## src/rtl/iter_mul_pkg.sv

```systemverilog
package iter_mul_pkg;

    localparam int unsigned MUL_W_DEFAULT = 32;

    typedef enum logic {
        MODE_SIGNED   = 1'b0,
        MODE_UNSIGNED = 1'b1
    } mul_mode_e;

endpackage

```

## src/rtl/iter_mul_step.sv

```systemverilog
module iter_mul_step #(
    parameter int unsigned W = 32
) (
    input  logic [W-1:0] hi_in,
    input  logic [W-1:0] lo_in,
    input  logic [W-1:0] mcand,
    input  logic         is_signed,
    input  logic         last_step,
    output logic [W-1:0] hi_out,
    output logic [W-1:0] lo_out
);
    localparam int unsigned EW = W + 1;

    logic [EW-1:0] ext_hi;
    logic [EW-1:0] ext_a;
    logic [EW-1:0] sum;

    always_comb begin
        ext_hi = {is_signed & hi_in[W-1], hi_in};
        ext_a  = {is_signed & mcand[W-1], mcand};
        if (lo_in[0]) begin
            if (is_signed && last_step) begin
                sum = ext_hi - ext_a;
            end else begin
                sum = ext_hi + ext_a;
            end
        end else begin
            sum = ext_hi;
        end
        hi_out = sum[EW-1:1];
        lo_out = {sum[0], lo_in[W-1:1]};
    end
endmodule

```

## src/rtl/iter_mul_ctrl.sv

```systemverilog
module iter_mul_ctrl #(
    parameter int unsigned W = 32
) (
    input  logic clk,
    input  logic rst_n,
    input  logic run,
    output logic step_en,
    output logic first_step,
    output logic last_step
);
    localparam int unsigned CNT_W = $clog2(W);
    localparam logic [CNT_W-1:0] LAST_CNT = CNT_W'(W - 1);

    typedef struct packed {
        logic [CNT_W-1:0] cnt;
        logic             done;
    } ctrl_state_t;

    ctrl_state_t st_d, st_q;

    always_comb begin
        st_d       = st_q;
        step_en    = run & ~st_q.done;
        first_step = step_en & (st_q.cnt == '0);
        last_step  = step_en & (st_q.cnt == LAST_CNT);
        if (!run) begin
            st_d.cnt  = '0;
            st_d.done = 1'b0;
        end else if (!st_q.done) begin
            if (st_q.cnt == LAST_CNT) begin
                st_d.done = 1'b1;
            end else begin
                st_d.cnt = st_q.cnt + 1'b1;
            end
        end
    end

    always_ff @(posedge clk or negedge rst_n) begin
        if (!rst_n) begin
            st_q <= '0;
        end else begin
            st_q <= st_d;
        end
    end

    // dropping run always returns the sequencer to idle
    a_r7_abandon_idle: assert property (@(posedge clk) disable iff (!rst_n)
        !run |=> (st_q.cnt == '0) && !st_q.done);

    // the counter advances one per step until it finishes
    a_r4_count_advance: assert property (@(posedge clk) disable iff (!rst_n)
        (run && !st_q.done && st_q.cnt != LAST_CNT) |=> (st_q.cnt == $past(st_q.cnt) + 1'b1) && !st_q.done);

    // finishing only happens out of the final count
    a_r4_done_after_last: assert property (@(posedge clk) disable iff (!rst_n)
        $rose(st_q.done) |-> ($past(st_q.cnt) == LAST_CNT));
endmodule

```

## src/rtl/iter_mul_datapath.sv

```systemverilog
module iter_mul_datapath #(
    parameter int unsigned W = 32
) (
    input  logic           clk,
    input  logic           rst_n,
    input  logic           step_en,
    input  logic           first_step,
    input  logic           last_step,
    input  logic           mode_unsigned,
    input  logic [W-1:0]   op_a,
    input  logic [W-1:0]   op_b,
    output logic [2*W-1:0] product
);
    import iter_mul_pkg::*;

    typedef struct packed {
        logic [W-1:0] hi;
        logic [W-1:0] lo;
        logic [W-1:0] mcand;
        logic         sgn;
    } dp_state_t;

    dp_state_t dp_d, dp_q;

    logic [W-1:0] cur_hi, cur_lo, cur_a;
    logic         cur_sgn;
    logic [W-1:0] nxt_hi, nxt_lo;

    always_comb begin
        if (first_step) begin
            cur_hi  = '0;
            cur_lo  = op_b;
            cur_a   = op_a;
            cur_sgn = (mul_mode_e'(mode_unsigned) == MODE_SIGNED);
        end else begin
            cur_hi  = dp_q.hi;
            cur_lo  = dp_q.lo;
            cur_a   = dp_q.mcand;
            cur_sgn = dp_q.sgn;
        end
    end

    iter_mul_step #(.W(W)) step_i (
        .hi_in     (cur_hi),
        .lo_in     (cur_lo),
        .mcand     (cur_a),
        .is_signed (cur_sgn),
        .last_step (last_step),
        .hi_out    (nxt_hi),
        .lo_out    (nxt_lo)
    );

    always_comb begin
        dp_d = dp_q;
        if (step_en) begin
            dp_d.hi    = nxt_hi;
            dp_d.lo    = nxt_lo;
            dp_d.mcand = cur_a;
            dp_d.sgn   = cur_sgn;
        end
    end

    always_ff @(posedge clk or negedge rst_n) begin
        if (!rst_n) begin
            dp_q <= '0;
        end else begin
            dp_q <= dp_d;
        end
    end

    assign product = {dp_q.hi, dp_q.lo};

    // without a step the product register does not move
    a_r6_hold_product: assert property (@(posedge clk) disable iff (!rst_n)
        !step_en |=> $stable(product));

    // operands latched on the first step stay put for later steps
    a_r8_operands_frozen: assert property (@(posedge clk) disable iff (!rst_n)
        (step_en && !first_step) |=> $stable(dp_q.mcand) && $stable(dp_q.sgn));
endmodule

```

## src/rtl/iter_mul_top.sv

```systemverilog
module iter_mul_top #(
    parameter int unsigned W = iter_mul_pkg::MUL_W_DEFAULT
) (
    input  logic           clk,
    input  logic           rst_n,
    input  logic           run,
    input  logic           mode_unsigned,
    input  logic [W-1:0]   op_a,
    input  logic [W-1:0]   op_b,
    output logic           stall,
    output logic [2*W-1:0] product
);
    logic step_en, first_step, last_step;

    iter_mul_ctrl #(.W(W)) ctrl_i (
        .clk        (clk),
        .rst_n      (rst_n),
        .run        (run),
        .step_en    (step_en),
        .first_step (first_step),
        .last_step  (last_step)
    );

    iter_mul_datapath #(.W(W)) dp_i (
        .clk           (clk),
        .rst_n         (rst_n),
        .step_en       (step_en),
        .first_step    (first_step),
        .last_step     (last_step),
        .mode_unsigned (mode_unsigned),
        .op_a          (op_a),
        .op_b          (op_b),
        .product       (product)
    );

    assign stall = step_en;

    // the pipeline is only frozen while a multiply is present
    a_r5_stall_needs_run: assert property (@(posedge clk) disable iff (!rst_n)
        stall |-> run);
endmodule

```

## config.mk

```make
export PLATFORM = sky130hd
export DESIGN_NAME = iter_mul_top
export DESIGN_NICKNAME = d
export VERILOG_FILES = /design/src/rtl/iter_mul_pkg.sv /design/src/rtl/iter_mul_step.sv /design/src/rtl/iter_mul_ctrl.sv /design/src/rtl/iter_mul_datapath.sv /design/src/rtl/iter_mul_top.sv
export SDC_FILE = /design/constraint.sdc
export NUM_CORES = 1
export LEC_CHECK = 0
export BUFFER_PORTS_ARGS = -buffer_cell sky130_fd_sc_hd__buf_2
export CELL_PAD_IN_SITES_DETAIL_PLACEMENT = 2
export CELL_PAD_IN_SITES_GLOBAL_PLACEMENT = 2
export CORE_ASPECT_RATIO = 0.9
export CORE_MARGIN = 1.5
export CORE_UTILIZATION = 36
export DETAILED_ROUTE_END_ITERATION = 10
export GPL_TIMING_DRIVEN = 0
export PLACE_DENSITY_LB_ADDON = 0.1
export SLEW_MARGIN = 20
export SYNTH_ARGS = -nofsm -noshare
export SYNTH_HDL_FRONTEND = slang
export SYNTH_SLANG_ARGS = --single-unit
```

## constraint.sdc

```tcl
create_clock -name clk -period 12.05 [get_ports clk]
set_input_delay 1.8075 -clock clk [delete_from_list [all_inputs] [get_ports clk]]
set_output_delay 1.8075 -clock clk [all_outputs]
set_load 0.01 [all_outputs]
```

==> results.cfg, run 1 <==
[outcome]
status = complete, no violations

[synthesis]
async_flop_share = 1.000
synth_flop_cell = dfrtp_1
synth_cell_types = 63
synth_edf_count = 0
netlist_area_um2 = 7764
synth.avg_cell_area_um2 = 7.963
ys_seq_area_frac = 0.3320
synth_nets = 1080
ys_seq_elements = 103
synth.yosys.warnings = 0
syn_inst = 975

[setup_path]
r2r_slack_ns = 3.86
cp_max_fo = 10
critPathMaxStageDelay_ns = 0.67
cp.required_ns = 12.26
cpMostUsedCell = clkbuf_1
crit_buf_inv = 7
crit_type = in -> reg
arrival_ns = 9.55
rr_startpoint = ctrl_i.st_q[0]
critPathLaunchType = input port
reg2reg_depth = 24
worst_setup_path_end_kind = flip-flop
reg2reg_to = dp_i.product[63]
critPathTopFamily = buffers and inverters
slowest_stage = buf_1

[floorplan]
placementRows = 50
chipWidth_um = 157.8
start_util = 0.3704
ios = 133
die_area_um2 = 22460
fp.dieH_um = 142.3
core-area_um2 = 20960

[power_and_ir_drop]
combPwrFrac = 0.571
leakage_nw = 4.345
switching_power_mw = 0.9000
p_per_area_nw_per_um2 = 223.4
finalPower_mw = 2.037
p_int_mw = 1.137
vdd_drop_max_v = 0.00009946
p_sw_frac = 0.4418
p_clk_frac = 0.152
seqPwrFrac = 0.277

[placed_design]
dp_hpwl_um = 21530
io_buffers = 132
dp_slack_ns = 2.383
gp_congestion = 0.8670

[job]
cap_violations = 0

[global_route]
grt_pass1_wl_um = 44880
antenna_found_initial = 0
grt_pass1_vias = 8093
grt-ovfl-total = 0
grt_util_all_layers = 0.2600
grt_max_degree = 64

[min_path]
min_path_cells = 2
hp-class = reg -> reg
hold_path_end = dp_i.dp_q[18]
hold_path.startpoint = dp_i.dp_q[18]

[final_layout]
multi_input_area_um2 = 4428
num-fill-cells = 2500
nNetsFinal = 1224
antenna_cells = 0
drive_above_1_share = 0.1993
seq_area_um2 = 2577
syn_to_final_growth_pct = 17.44

[timing]
fin_ws_ns = 2.710
period_share = 0.7751
slew_headroom = 0.4255
fin_crit_ns = 9.340
setup_viol = 0
drv_slew = 0
rsz0062_at_grt = no
tightest_slew_ns = 0.8618
setup_tns_ns = 0
hold_violations = 0
clock_skew_ns = 0.01406
fmax_mhz = 107.1

[clocking]
post_cts_buffers = 0
ctsHtreeMaxLevel = 3
cts_buffer_depth = 2
cts_tree = built
ctsHoldBuffers = 0
cts-root-buf = clkbuf_16
clkTransAtPathRegs_ns = 0.08
cts_resized = 0
clock_latency_ns = 0.36
cts.sinks = 103
cts_buffers = 9

[route]
ant_nets = 0
route.detailed.drc = 0
firstDrtPassIters = 5
drt_iter0_drc = 332
routed_via_density = 5.445
vias = 7677
wl_per_cell_um = 19.98
drt_wl_total_um = 28180
-- layout make-up --
type | instances | share of cell area
multi-input cells | 740 | 0.4857
flip-flops and latches | 103 | 0.2827
repair buffers | 133 | 0.07616
plain buffers | 112 | 0.07493
well taps | 286 | 0.03925
clock buffers | 12 | 0.02703
inverters | 20 | 0.008234
clock inverters | 4 | 0.006038
-- synthesized netlist by cell type (5+ instances only) --
cell / number / area (um^2)
buf_4: 64 / 480.5
nand3_1: 13 / 65.06
nand4_1: 5 / 31.28
xnor2_1: 31 / 271.5
o21ai_1: 13 / 65.06
nor3_1: 27 / 135.1
nand2_1: 173 / 649.4
a221oi_1: 21 / 183.9
nor2b_1: 5 / 31.28
nand2b_1: 8 / 50.05
buf_1: 7 / 26.28
mux2i_1: 12 / 120.1
o21ai_0: 33 / 165.2
and3_1: 10 / 62.56
ha_1: 36 / 450.4
nor2_1: 112 / 420.4
clkbuf_1: 38 / 142.6
or3_1: 7 / 43.79
xor2_1: 24 / 210.2
a21oi_1: 46 / 230.2
and2_1: 40 / 250.2
a21o_1: 12 / 90.09
or4_1: 7 / 52.55
inv_1: 20 / 75.07
nor4_1: 12 / 75.07
a31oi_1: 35 / 219.0
o21a_1: 9 / 67.56
dfrtp_1: 103 / 2577
-- cells by family after synthesis --
group / share of synthesized area
AO/OA/AOI/OAI: 0.1768
XOR/XNOR: 0.06205
adder cells (fa/ha/maj): 0.06060
buffers and inverters: 0.09766
flip-flops: 0.3320
multiplexers: 0.01982
AND/OR/NAND/NOR: 0.2511
-- power by group through the flow --
stage,registers [mW],logic (mW),clock network (mW)
2_1_floorplan,0.524,0.847,0
6_report,0.564,1.16,0.310
3_3_place_gp,0.564,1.12,0
5_1_grt,0.581,1.29,0.330
3_5_place_dp,0.568,1.16,0
4_1_cts,0.563,1.17,0.318
-- stage by stage --
step,util,hold WS (ns),instances,area (um^2)
finish,0.4350,0.5527,1410,9117
global route,0.4350,0.5793,1410,9117
CTS,0.4350,0.5470,1410,9117
detailed placement,0.4207,0.5305,1394,8816
global placement,0.4190,0.5114,1393,8782
floorplan,-,0.4619,975,7764
-- worst min-delay path, stage by stage, from the launching register on --
cell     delay [ns]
dfrtp_1        0.36
nand2_1        0.06
nand2_1        0.09
-- flip-flops by register name (all words and copies together), names as in the netlist --
register	count
dp_i.product	64
dp_i.dp_q	33
ctrl_i.st_q	6
-- routing by layer --
| layer | global-route usage | wire length [um] |
|---|---|---|
| met1 | 0.3462 | 13020 |
| met2 | 0.4520 | 14010 |
| met3 | 0.02558 | 736 |
| met4 | 0.06157 | 413 |
| met5 | 0 | 0 |
-- cell usage in the layout, fill, tap and decap left out, types with 3 or more instances in the layout --
master,synthesis,final
clkbuf_16,0,9
nor2_1,112,112
clkbuf_1,38,40
a21boi_0,3,3
nor3_1,27,27
buf_1,7,7
nand4_1,5,5
and2_1,40,40
a21oi_1,46,46
o21ai_1,13,13
o22ai_1,4,4
xor2_1,24,24
or4_1,7,7
nand2b_1,8,8
a311oi_1,3,3
nor4_1,12,12
and3_1,10,10
o21a_1,9,9
nand3_1,13,13
a21o_1,12,12
xnor2_1,31,31
nor2b_1,5,5
o21ai_0,33,33
a31oi_1,35,35
inv_1,20,20
o31ai_1,4,4
buf_2,0,131
nand2_1,173,173
buf_6,3,4
ha_1,36,36
dfrtp_1,103,103
or3_1,7,7
mux2i_1,12,12
buf_4,64,64
a221oi_1,21,21
-- worst max path at each step --
stage / from / to / cells past startpoint
detailed placement: run / dp_i.product[63] / 25
floorplan: run / dp_i.product[63] / 24
global route: run / dp_i.product[63] / 25
finish: run / dp_i.product[63] / 25
CTS: run / dp_i.product[63] / 25
global placement: run / dp_i.product[63] / 25
No activity file was read; power rests on OpenSTA's default activity.
==> inputs of run 2 (changes only) <==
--- a/config.mk
+++ b/config.mk
@@ -10,7 +10,7 @@
 export CELL_PAD_IN_SITES_GLOBAL_PLACEMENT = 2
 export CORE_ASPECT_RATIO = 0.9
 export CORE_MARGIN = 1.5
-export CORE_UTILIZATION = 36
+export CORE_UTILIZATION = 33
 export DETAILED_ROUTE_END_ITERATION = 10
 export GPL_TIMING_DRIVEN = 0
 export PLACE_DENSITY_LB_ADDON = 0.1
==> constraint.sdc (replaced) <==
create_clock -name clk -period 8.8 [get_ports clk]
set_input_delay 1.32 -clock clk [delete_from_list [all_inputs] [get_ports clk]]
set_output_delay 1.32 -clock clk [all_outputs]
set_load 0.01 [all_outputs]
==> run 2 against run 1 <==
Compared with the run above:
- non-clock buffer count decreased by 1
- sequential share of layout area about the same
- total power increased by 36%
- via count decreased by 2.0%
- largest power group unchanged
==> results.cfg, run 2 (same netlist as run 1, synthesis figures left out) <==
[route]
vias = 7522
routed_via_density = 5.279
firstDrtPassIters = 4
wl_per_cell_um = 19.56
drt_wl_total_um = 27880
route.detailed.drc = 0
ant_nets = 0
drt_iter0_drc = 223

[clocking]
ctsHoldBuffers = 0
ctsHtreeMaxLevel = 3
cts_tree = built
cts-root-buf = clkbuf_16
clock_latency_ns = 0.37
clkTransAtPathRegs_ns = 0.08
cts_buffer_depth = 2
post_cts_buffers = 0
cts.sinks = 103
cts_buffers = 9

[setup_path]
arrival_ns = 8.33
cp.required_ns = 9.01
crit_type = in -> reg
critPathLaunchType = input port
worst_setup_path_end_kind = flip-flop
slowest_stage = a311oi_1
cp_max_fo = 10
critPathMaxStageDelay_ns = 0.55
cpMostUsedCell = clkbuf_1

[floorplan]
placementRows = 53
fp.dieH_um = 148.5
ios = 133
start_util = 0.3345
core-area_um2 = 23210
chipWidth_um = 164.7
die_area_um2 = 24460

[timing]
fin_ws_ns = 0.6800
tightest_slew_ns = 0.7936
period_share = 0.9227
setup_viol = 0
hold_violations = 0
slew_headroom = 0.4558
rsz0062_at_grt = no
clock_skew_ns = 0.01507
drv_slew = 0
fmax_mhz = 123.2
fin_crit_ns = 8.120

[global_route]
grt_util_all_layers = 0.2350
grt_pass1_wl_um = 44190
grt_max_degree = 70
grt-ovfl-total = 0
grt_pass1_vias = 7986
antenna_found_initial = 1

[power_and_ir_drop]
switching_power_mw = 1.225
p_clk_frac = 0.148
finalPower_mw = 2.762
vdd_drop_max_v = 0.0001227
p_int_mw = 1.538
p_sw_frac = 0.4434
leakage_nw = 4.354
combPwrFrac = 0.576
seqPwrFrac = 0.277
p_per_area_nw_per_um2 = 302.6

[placed_design]
dp.cells = 1410
dp_slack_ns = -0.6136
io_buffers = 132
dp_hpwl_um = 21540
gp_congestion = 0.8468

[final_layout]
syn_to_final_growth_pct = 17.60
mostFrequentLayoutCells = nand2_1, buf_2, nor2_1
final_cells = 1425
drive_above_1_share = 0.2066
nNetsFinal = 1223
final_common_cell = nand2_1
largest_reg_flops = 64
antenna_cells = 0

[min_path]
hp-class = reg -> reg

[job]
cap_violations = 0

[outcome]
status = complete, no violations
run 2: cell count changes in the layout (fill, tap and decap cells not counted), sizes merged:
cell and change:
buf -1, bufinv -1, clkinv +1
run 2: metal layers:
layer	GRT usage	wire, um	part of all wire	vias up
li1	-	-	-	3625
met5	0	0	0	-
met1	0.3153	13000	0.47	3774
met4	0.06441	487	0.017	0
met2	0.3985	13670	0.49	98
met3	0.02649	715	0.026	25
run 2: worst paths after layout:
path | startpoint | to | slack, ns | cells past startpoint
worst max-delay path | run | dp_i.product[63] | 0.68 | 26
worst min-delay path | dp_i.product[31] | dp_i.product[31] | 0.52 | 2
worst max register to register | ctrl_i.st_q[1] | dp_i.product[63] | 1.01 | 26
worst min register to register | dp_i.product[31] | dp_i.product[31] | 0.52 | 2
max in group asynchronous | rst_n | dp_i.product[44] | 7.26 | 2
min in group asynchronous | rst_n | dp_i.product[6] | 0.84 | 1
run 2: timing repair:
item	in CTS	in global routing
pin swaps	0	0
gates cloned	0	0
resized for setup	1	9
setup endpoints to repair	1	1
run 2: critical path: cells and delay by family:
| kind | cells | cell delay, ns |
|---|---|---|
| AO/OA/AOI/OAI | 9 | 2.84 |
| buffers and inverters | 8 | 2.08 |
| AND/OR/NAND/NOR | 6 | 1.15 |
| adder cells (fa/ha/maj) | 2 | 0.59 |
| XOR/XNOR | 1 | 0.32 |
run 2: final cells by class:
| class | count | area (um^2) |
|---|---|---|
| Fill cell | 2783 | 14080 |
| Multi-Input combinational cell | 740 | 4433 |
| Sequential cell | 103 | 2577 |
| Timing Repair Buffer | 133 | 694.4 |
| Buffer | 111 | 685.7 |
| Tap cell | 302 | 377.9 |
| Clock buffer | 12 | 256.5 |
| Inverter | 20 | 75.07 |
| Clock inverter | 4 | 30.03 |
run 2: per-stage QoR:
stage                     TNS [ns]    util  hold WS, ns  instance area [um^2]
after CTS                        0  0.3931       0.5171                  9124
after floorplan                  0       -       0.4619                  7764
after detailed placement   -0.6455  0.3807       0.4989                  8836
final                            0  0.3934       0.5157                  9130
after global routing             0  0.3934       0.5428                  9130
after global placement     -0.4053  0.3792       0.4918                  8802
run 2: power by group through the flow:
stage          clock, mW  sequential (mW)  combinational [mW]
6_report           0.409            0.764                1.59
4_1_cts            0.422            0.766                1.61
5_1_grt            0.431            0.790                1.76
3_3_place_gp           0            0.770                1.55
3_5_place_dp           0            0.773                1.59
2_1_floorplan          0            0.717                1.16
